File: src/rtl/jvs_pkg.sv
package jvs_pkg;

    localparam int WORD_W   = 32;
    localparam int MAX_BITS = 32;
    localparam int LEN_W    = $clog2(MAX_BITS + 1);
    localparam int IDX_W    = $clog2(MAX_BITS);

    localparam logic [7:0] OFS_CAP = 8'h00;
    localparam logic [7:0] OFS_VSH = 8'h04;
    localparam logic [7:0] OFS_LEN = 8'h0C;
    localparam logic [7:0] OFS_TMS = 8'h10;
    localparam logic [7:0] OFS_DAT = 8'h14;

    localparam logic [15:0] CAP_ID_VENDOR = 16'h000B;
    localparam logic [3:0]  CAP_VERSION   = 4'h1;
    localparam logic [15:0] VSH_ID        = 16'h0008;
    localparam logic [3:0]  VSH_REV       = 4'h0;
    localparam logic [11:0] VSH_LEN       = 12'h020;

    typedef enum logic [1:0] {
        SH_IDLE = 2'd0,
        SH_LOW  = 2'd1,
        SH_HIGH = 2'd2
    } sh_state_e;

    typedef struct packed {
        logic [LEN_W-1:0]  len;
        logic [WORD_W-1:0] tms;
        logic [WORD_W-1:0] tdi;
    } shift_req_t;

    function automatic logic [LEN_W-1:0] clamp_len(input logic [WORD_W-1:0] raw);
        if (raw > WORD_W'(MAX_BITS))
            return LEN_W'(MAX_BITS);
        return raw[LEN_W-1:0];
    endfunction

    function automatic logic [WORD_W-1:0] hdr_word(input logic [11:0] upper,
                                                    input logic [3:0]  ver,
                                                    input logic [15:0] id);
        return {upper, ver, id};
    endfunction

endpackage

File: src/rtl/jvs_regs.sv
module jvs_regs
    import jvs_pkg::*;
#(
    parameter int          ADDR_W   = 8,
    parameter logic [11:0] NEXT_PTR = 12'h000
) (
    input  logic              clk,
    input  logic              rst,
    input  logic [ADDR_W-1:0] addr,
    input  logic              rd,
    input  logic              wr,
    input  logic [WORD_W-1:0] wdata,
    input  logic              busy,
    input  logic [WORD_W-1:0] tdo_word,
    output logic [WORD_W-1:0] rdata,
    output logic              ready,
    output logic              start,
    output shift_req_t        req
);
    logic [WORD_W-1:0] len_raw;
    logic [WORD_W-1:0] tms_vec;
    logic              hit_dat;
    logic              stall;
    logic              wr_acc;

    assign hit_dat = (addr == ADDR_W'(OFS_DAT));
    assign stall   = busy && (wr || (rd && hit_dat));
    assign ready   = (rd || wr) && !stall;
    assign wr_acc  = wr && ready;
    assign start   = wr_acc && hit_dat;

    always_ff @(posedge clk) begin
        if (rst) begin
            len_raw <= '0;
            tms_vec <= '0;
        end else if (wr_acc) begin
            if (addr == ADDR_W'(OFS_LEN)) len_raw <= wdata;
            if (addr == ADDR_W'(OFS_TMS)) tms_vec <= wdata;
        end
    end

    always_comb begin
        req.len = clamp_len(len_raw);
        req.tms = tms_vec;
        req.tdi = wdata;
    end

    always_comb begin
        unique case (addr)
            ADDR_W'(OFS_CAP): rdata = hdr_word(NEXT_PTR, CAP_VERSION, CAP_ID_VENDOR);
            ADDR_W'(OFS_VSH): rdata = hdr_word(VSH_LEN, VSH_REV, VSH_ID);
            ADDR_W'(OFS_LEN): rdata = len_raw;
            ADDR_W'(OFS_TMS): rdata = tms_vec;
            ADDR_W'(OFS_DAT): rdata = tdo_word;
            default:          rdata = '0;
        endcase
    end

endmodule

File: src/rtl/jvs_tick.sv
module jvs_tick #(
    parameter int HALF_CYC = 4
) (
    input  logic clk,
    input  logic rst,
    input  logic run,
    output logic tick
);
    localparam int CW = (HALF_CYC > 1) ? $clog2(HALF_CYC) : 1;

    logic [CW-1:0] cnt;

    assign tick = run && (cnt == CW'(HALF_CYC - 1));

    always_ff @(posedge clk) begin
        if (rst || !run || tick)
            cnt <= '0;
        else
            cnt <= cnt + 1'b1;
    end

endmodule

File: src/rtl/jvs_shifter.sv
module jvs_shifter
    import jvs_pkg::*;
(
    input  logic              clk,
    input  logic              rst,
    input  logic              start,
    input  shift_req_t        req,
    input  logic              tick,
    input  logic              tdo_in,
    output logic              busy,
    output logic              tck,
    output logic              tms,
    output logic              tdi,
    output logic [WORD_W-1:0] tdo_word
);
    sh_state_e         st;
    logic [IDX_W-1:0]  idx;
    logic [IDX_W-1:0]  last;
    logic [WORD_W-1:0] tms_sh;
    logic [WORD_W-1:0] tdi_sh;

    assign busy = (st != SH_IDLE);

    always_ff @(posedge clk) begin
        if (rst) begin
            st       <= SH_IDLE;
            idx      <= '0;
            last     <= '0;
            tms_sh   <= '0;
            tdi_sh   <= '0;
            tdo_word <= '0;
            tck      <= 1'b0;
            tms      <= 1'b0;
            tdi      <= 1'b0;
        end else begin
            unique case (st)
                SH_IDLE: begin
                    if (start) begin
                        tdo_word <= '0;
                        if (req.len != '0) begin
                            tms    <= req.tms[0];
                            tdi    <= req.tdi[0];
                            tms_sh <= req.tms >> 1;
                            tdi_sh <= req.tdi >> 1;
                            idx    <= '0;
                            last   <= IDX_W'(req.len - 1'b1);
                            st     <= SH_LOW;
                        end
                    end
                end
                SH_LOW: begin
                    if (tick) begin
                        tck           <= 1'b1;
                        tdo_word[idx] <= tdo_in;
                        st            <= SH_HIGH;
                    end
                end
                SH_HIGH: begin
                    if (tick) begin
                        tck <= 1'b0;
                        if (idx == last) begin
                            st <= SH_IDLE;
                        end else begin
                            idx    <= idx + 1'b1;
                            tms    <= tms_sh[0];
                            tdi    <= tdi_sh[0];
                            tms_sh <= tms_sh >> 1;
                            tdi_sh <= tdi_sh >> 1;
                            st     <= SH_LOW;
                        end
                    end
                end
                default: st <= SH_IDLE;
            endcase
        end
    end

endmodule

File: src/rtl/jvs_top.sv
module jvs_top
    import jvs_pkg::*;
#(
    parameter int          ADDR_W   = 8,
    parameter int          HALF_CYC = 4,
    parameter logic [11:0] NEXT_PTR = 12'h000
) (
    input  logic              clk,
    input  logic              rst,
    input  logic [ADDR_W-1:0] bus_addr,
    input  logic              bus_rd,
    input  logic              bus_wr,
    input  logic [31:0]       bus_wdata,
    output logic [31:0]       bus_rdata,
    output logic              bus_ready,
    output logic              jtag_tck,
    output logic              jtag_tms,
    output logic              jtag_tdi,
    input  logic              jtag_tdo
);
    logic              busy;
    logic              start;
    logic              tick;
    shift_req_t        req;
    logic [WORD_W-1:0] tdo_word;

    jvs_regs #(.ADDR_W(ADDR_W), .NEXT_PTR(NEXT_PTR)) u_regs (
        .clk      (clk),
        .rst      (rst),
        .addr     (bus_addr),
        .rd       (bus_rd),
        .wr       (bus_wr),
        .wdata    (bus_wdata),
        .busy     (busy),
        .tdo_word (tdo_word),
        .rdata    (bus_rdata),
        .ready    (bus_ready),
        .start    (start),
        .req      (req)
    );

    jvs_tick #(.HALF_CYC(HALF_CYC)) u_tick (
        .clk  (clk),
        .rst  (rst),
        .run  (busy),
        .tick (tick)
    );

    jvs_shifter u_shift (
        .clk      (clk),
        .rst      (rst),
        .start    (start),
        .req      (req),
        .tick     (tick),
        .tdo_in   (jtag_tdo),
        .busy     (busy),
        .tck      (jtag_tck),
        .tms      (jtag_tms),
        .tdi      (jtag_tdi),
        .tdo_word (tdo_word)
    );

endmodule

File: config.mk
export PLATFORM = sky130hd
export DESIGN_NAME = jvs_top
export DESIGN_NICKNAME = d
export VERILOG_FILES = /design/src/rtl/jvs_pkg.sv /design/src/rtl/jvs_regs.sv /design/src/rtl/jvs_tick.sv /design/src/rtl/jvs_shifter.sv /design/src/rtl/jvs_top.sv
export SDC_FILE = /design/constraint.sdc
export NUM_CORES = 1
export LEC_CHECK = 0
export BUFFER_PORTS_ARGS = -buffer_cell sky130_fd_sc_hd__buf_4
export CELL_PAD_IN_SITES_DETAIL_PLACEMENT = 1
export CELL_PAD_IN_SITES_GLOBAL_PLACEMENT = 1
export CORE_ASPECT_RATIO = 1.1
export CORE_MARGIN = 2
export CORE_UTILIZATION = 49
export CTS_CLUSTER_SIZE = 8
export DETAILED_ROUTE_END_ITERATION = 10
export PLACE_DENSITY_LB_ADDON = 0.12
export SYNTH_ARGS = -nofsm -noshare
export SYNTH_HDL_FRONTEND = slang
export SYNTH_HIERARCHICAL = 1
export SYNTH_SLANG_ARGS = --single-unit
File: constraint.sdc
create_clock -name clk -period 5.4 [get_ports clk]
set_input_delay 0.54 -clock clk [delete_from_list [all_inputs] [get_ports clk]]
set_output_delay 0.54 -clock clk [all_outputs]
set_load 0.02 [all_outputs]
=== Yosys cells after proc, flatten, opt, wreduce, memory -nomap -nowiden ===
Index checks and enable logic that the tools add are counted.

* Add/sub/neg operators: 3
* Equality and inequality tests: 13
* Reductions and logical operators: 27
* Order comparisons: 3
* Muxes and demuxes: 44

{| class="wikitable"
|+ Operators by type and width
! kind !! count
|-
| 32-bit 2-to-1 mux || 10
|-
| 32-bit one-hot mux with 2 select lines || 3
|-
| 32-bit one-hot mux with 5 select lines || 1
|-
| 32-bit bitwise mux || 1
|-
| 32-bit by 6-bit > comparator with 1-bit output, second input constant || 1
|-
| 5-bit 2-to-1 mux || 4
|-
| 8-bit by 5-bit equality test with 1-bit output, second input constant || 2
|-
| 1-bit 2-to-1 mux || 13
|-
| 6-bit 2-to-1 mux || 2
|-
| 5-bit one-hot mux with 2 select lines || 1
|-
| 3-bit AND reduction || 3
|-
| 8-bit by 3-bit equality test with 1-bit output, second input constant || 1
|-
| 8-bit by 4-bit equality test with 1-bit output, second input constant || 1
|-
| 8-bit zero test || 1
|-
| 2-bit 2-to-1 mux || 4
|-
| 2-bit inequality test, second input constant || 4
|-
| 2-bit nonzero test || 4
|-
| 1-bit logical AND || 7
|-
| 5-bit by 6-bit < comparator with 1-bit output, second input constant || 1
|-
| 1-bit one-hot mux with 2 select lines || 3
|-
| 2-bit one-hot mux with 3 select lines || 1
|-
| 6-bit nonzero test || 1
|-
| 5-bit by 1-bit adder with 5-bit output, second input constant || 1
|-
| 1-bit demux with 5-bit select || 1
|-
| 13 further kinds || 19
|}

* Register bits: 177
* Output and inout bits: 36

=== Longest topological paths before layout ===
* Word-level depth: 10
* Depth in mapped cells: 12
* Mapped depth without buffers: 9

=== By module ===
The synthesis kept the hierarchy.

{| class="wikitable"
|+ By module, submodules not included
! module !! cells an instance !! sequential area each (um^2) !! area an instance (um^2) !! instances
|-
| jvs_shifter || 645 || 2182.1 || 5063.6 || 1
|-
| jvs_regs || 391 || 1281.2 || 3732.3 || 1
|-
| jvs_tick || 6 || 40.0 || 80.1 || 1
|}

=== Worst setup path before layout ===
No wires, ideal clock.

* Path type: input-to-reg
* From: in bus_addr[5]
* To: reg u_shift.tms_sh[18]
* Stages on the path: 10
* Data arrival time: 2.676 ns
* Buffers on the path: 3
* Setup slack: 2.633 ns
* Cell sequence: or4b_1 nor4_1 nand2b_4 a211oi_4 o32a_1 buf_4 buf_6 buf_6 nor2_1 a311oi_1

* Longest elaborated chain between the ends: 10

{| class="wikitable"
|+ Ends and longest elaborated chain
! element !! RTL line !! text
|-
| from (decl) || jvs_top.sv:10 || <nowiki>input logic [ADDR_W-1:0] bus_addr,</nowiki>
|-
| 8-bit by 5-bit equality test with 1-bit output (*) || jvs_regs.sv:26 || <nowiki>assign hit_dat = (addr == ADDR_W'(OFS_DAT));</nowiki>
|-
| 1-bit logical AND || jvs_regs.sv:27 || <nowiki>assign stall = busy && (wr || (rd && hit_dat));</nowiki>
|-
| 1-bit logical OR || jvs_regs.sv:27 ||
|-
| 1-bit logical AND || jvs_regs.sv:27 ||
|-
| 1-bit zero test || jvs_regs.sv:28 || <nowiki>assign ready = (rd || wr) && !stall;</nowiki>
|-
| 1-bit logical AND || jvs_regs.sv:28 ||
|-
| 1-bit logical AND || jvs_regs.sv:29 || <nowiki>assign wr_acc = wr && ready;</nowiki>
|-
| 1-bit logical AND (*) || jvs_regs.sv:30 || <nowiki>assign start = wr_acc && hit_dat;</nowiki>
|-
| net start || jvs_top.sv:22 || <nowiki>logic start;</nowiki>
|-
| 2-bit inequality test (no source line) (*) || -- ||
|-
| 5-bit AND reduction (no source line) (*) || -- ||
|-
| to (signal assigned) || jvs_shifter.sv:43 || <nowiki>tms_sh <= req.tms >> 1;</nowiki>
|-
| to (signal assigned) || jvs_shifter.sv:67 || <nowiki>tms_sh <= tms_sh >> 1;</nowiki>
|-
| to (decl) || jvs_shifter.sv:19 || <nowiki>logic [WORD_W-1:0] tms_sh;</nowiki>
|}

Mark *: on every way through the listed nets, which the timed path passes. The rest lies on a longest branch.
A chain may end at the register's enable or synchronous reset.

==> run metrics <==
largest family of logic cells by synthesized area simple AND/OR/NAND/NOR gates; total negative slack 0 ns; vias in the first global route 7582; Total Power 2.71 mW; mux contribution to synthesized area 0.0722; Distinct cells, synth 53; fillers 2125; first-pass GRT wire length 42.1 mm; Cells after Synth 1042; drt pass-1 iters 5; CTS tree yes; Post-Syn Nets 1094; Via Count 7571; Pleak 3.72 nW; layout cells sized above 1 0.149; crit path max-delay cell type o32a_2; core area 0.0177 mm2; Yosys warnings 6; crit start category flip-flop; Max-cap violations 0; Routed Antenna Nets 0; antenna violations before repair 0; minimum clock period 4.28 ns; Die X 132 um; FMAX 233 MHz; CP Capture Type flip-flop; crit path cell chain nor4_1, nand4_1, nor3_1, inv_1, ha_1, a211oi_4, o32a_2, buf_4, nor2_1, a311oi_1; Power Density 276 mW/mm2; class of the worst hold path in2reg; io pins 81; Placed Cells 1248; IO Port Bufs 80; final number of setup-violating endpoints 0; Tcrit/Tclk final 0.793; HPWL Detailed 16.5 mm; clock sink count 175; Max VDD drop 0.243 mV; DR iter-0 viols 590; vias per cell 5.92; area grow syn2layout 10.7%; Seq/Total Area, Yosys 0.395; EDFF count, synth 0; kind of critical path reg2reg; number of synthesized register bits 175; PostCTS Resize Cnt 0; Mapped Area 0.00888 mm2; ys async rst share 0; Num CTS Buffers 17; Worst Path Required 5.72 ns; Synth Area in Compound Gates 0.181; wirelength, routed 26.1 mm; pin count of the biggest net entering global routing 145; simple-gate share of the synthesized area 0.250; num rows 51; Initial Utilization 0.500; Clock Pin Slew Worst Setup and Hold Paths 0.07 ns; total global-route track usage 0.274; number of setup buffers added after CTS 0; RSZ-0062 raised after global routing no; clock latency on the worst-skew pair 0.43 ns; post-route DRC violation count 0; slew margin rel. 0.302; Mean Syn Cell Area 8.52 um2; ys flop type dfxtp_1; die height 145 um; Slew Limit Fails 0; cts hold-fix bufs 0; Final Skew 0.0131 ns; CTS Buffer Depth 2; routability cong. 0.813; post-synthesis adder-cell area fraction 0.00987; Synth Area in XOR/XNOR 0.00789; status completed; final non-filler cell total 1278; post-DR wirelength/cell 20.4 um; Worst Path Max Fanout 40; Largest stage delay, worst path 0.60 ns; n_diodes 0; H-tree Lvls 4; CTS root buffer clkbuf_16; Die Area 0.0192 mm2; slew at the pin closest to its max-slew limit 1.04 ns; WP data arrival 4.60 ns; final number of hold-violating endpoints 0; Final nets 1081; total grt overflow 0
## final timing paths
path | startpoint | endpoint | slack (ns) | cells after the start
worst max-delay path | u_regs/len_raw[15] | u_shift/tdi_sh[20] | 1.12 | 10
worst min register to register | u_tick/cnt[0] | u_tick/cnt[0] | 0.43 | 1
worst max register to register | u_regs/len_raw[15] | u_shift/tdi_sh[20] | 1.12 | 10
worst min-delay path | bus_wdata[15] | u_shift/tdi_sh[14] | 0.40 | 3
## placed cells by master, fill, tap and decap left out, types with 3 or more instances in the layout
cell type / n
a211oi_1: 5
bufinv_16: 4
and2_1: 4
mux2i_1: 64
buf_4: 94
a31o_2: 3
nand3_1: 36
inv_1: 9
dfxtp_1: 175
and3_1: 32
nor3b_1: 4
a311oi_1: 52
nor4_1: 8
o21ai_0: 34
xnor2_1: 6
clkinv_2: 5
ha_1: 7
a21oi_1: 73
nand2b_1: 103
nand2_1: 132
a221o_1: 32
nor2_1: 81
nor3_1: 9
a311oi_2: 10
clkbuf_16: 17
## where the power goes
group / total, mW / switching, mW / internal (mW)
clock network: 1.31 / 0.527 / 0.781
registers: 1.29 / 0.00113 / 1.29
logic: 0.113 / 0.0672 / 0.0463
## metal layers
metal	share of wire	GRT usage
met5	0	0
met4	0.023	0.0871
met3	0.033	0.0356
met2	0.47	0.437
met1	0.48	0.384
## cell families after synthesis
kind of cell / count (synthesis)
and+or+nand+nor: 434
AOI/OAI and AO/OA: 217
DFF: 175
buffers and inverters: 137
muxes: 64
xor gates and xnor gates: 8
adders and majority gates: 7
## Yosys cell counts (all sizes together) (2+ instances only)
library cell,count,share of area
a211oi,6,0.0065
a21oi,73,0.041
a221o,32,0.036
a311oi,62,0.068
a31o,3,0.0030
and2,4,0.0028
and3,32,0.023
and3b,2,0.0020
buf,66,0.054
clkbuf,61,0.026
dfxtp,175,0.39
ha,7,0.0099
inv,9,0.0038
mux2i,64,0.072
nand2,132,0.056
nand2b,105,0.075
nand3,36,0.020
nand4,2,0.0014
nand4b,2,0.0020
nor2,81,0.034
nor2b,2,0.0014
nor3,11,0.0080
nor3b,5,0.0042
nor4,11,0.011
nor4b,2,0.0027
o21ai,34,0.019
or2,2,0.0014
or4,2,0.0021
xnor2,6,0.0059
xor2,2,0.0020
## metrics by stage
stage | hold slack [ns] | setup WS (ns) | util | area (um2)
2_1_floorplan | 0.405 | 2.63 | - | 8880
3_3_place_gp | 0.419 | 1.47 | 0.520 | 9220
3_5_place_dp | 0.424 | 1.33 | 0.520 | 9220
4_1_cts | 0.392 | 1.23 | 0.554 | 9830
5_1_grt | 0.391 | 0.776 | 0.554 | 9830
6_report | 0.400 | 1.12 | 0.554 | 9830
## flip-flops by register name, summed over array words and instances (netlist names)
register,count
u_regs/len_raw,32
u_shift/st,2
u_shift/tck,1
u_tick/cnt,2
u_shift/tms,1
u_shift/tdi,1
u_shift/tdo_word,32
u_regs/tms_vec,32
u_shift/last,5
u_shift/idx,5
u_shift/tdi_sh,31
u_shift/tms_sh,31
## worst max-delay path, delay by kind of cell (launching register included)
family	cells	cell delay, ns
adder cells (fa/ha/maj)	1	0.26
AO/OA/AOI/OAI	3	1.46
buffers and inverters	2	0.60
AND/OR/NAND/NOR	4	1.48
flip-flops	1	0.33
## cell type report
class | count | area, um2 | area share
Multi-Input combinational cell | 730 | 4670 | 0.475
Sequential cell | 175 | 3500 | 0.356
Timing Repair Buffer | 95 | 717 | 0.0729
Clock buffer | 19 | 443 | 0.0451
Tap cell | 238 | 298 | 0.0303
Clock inverter | 11 | 163 | 0.0165
Inverter | 10 | 38.8 | 0.00395
No activity file was read; power rests on OpenSTA's default activity.
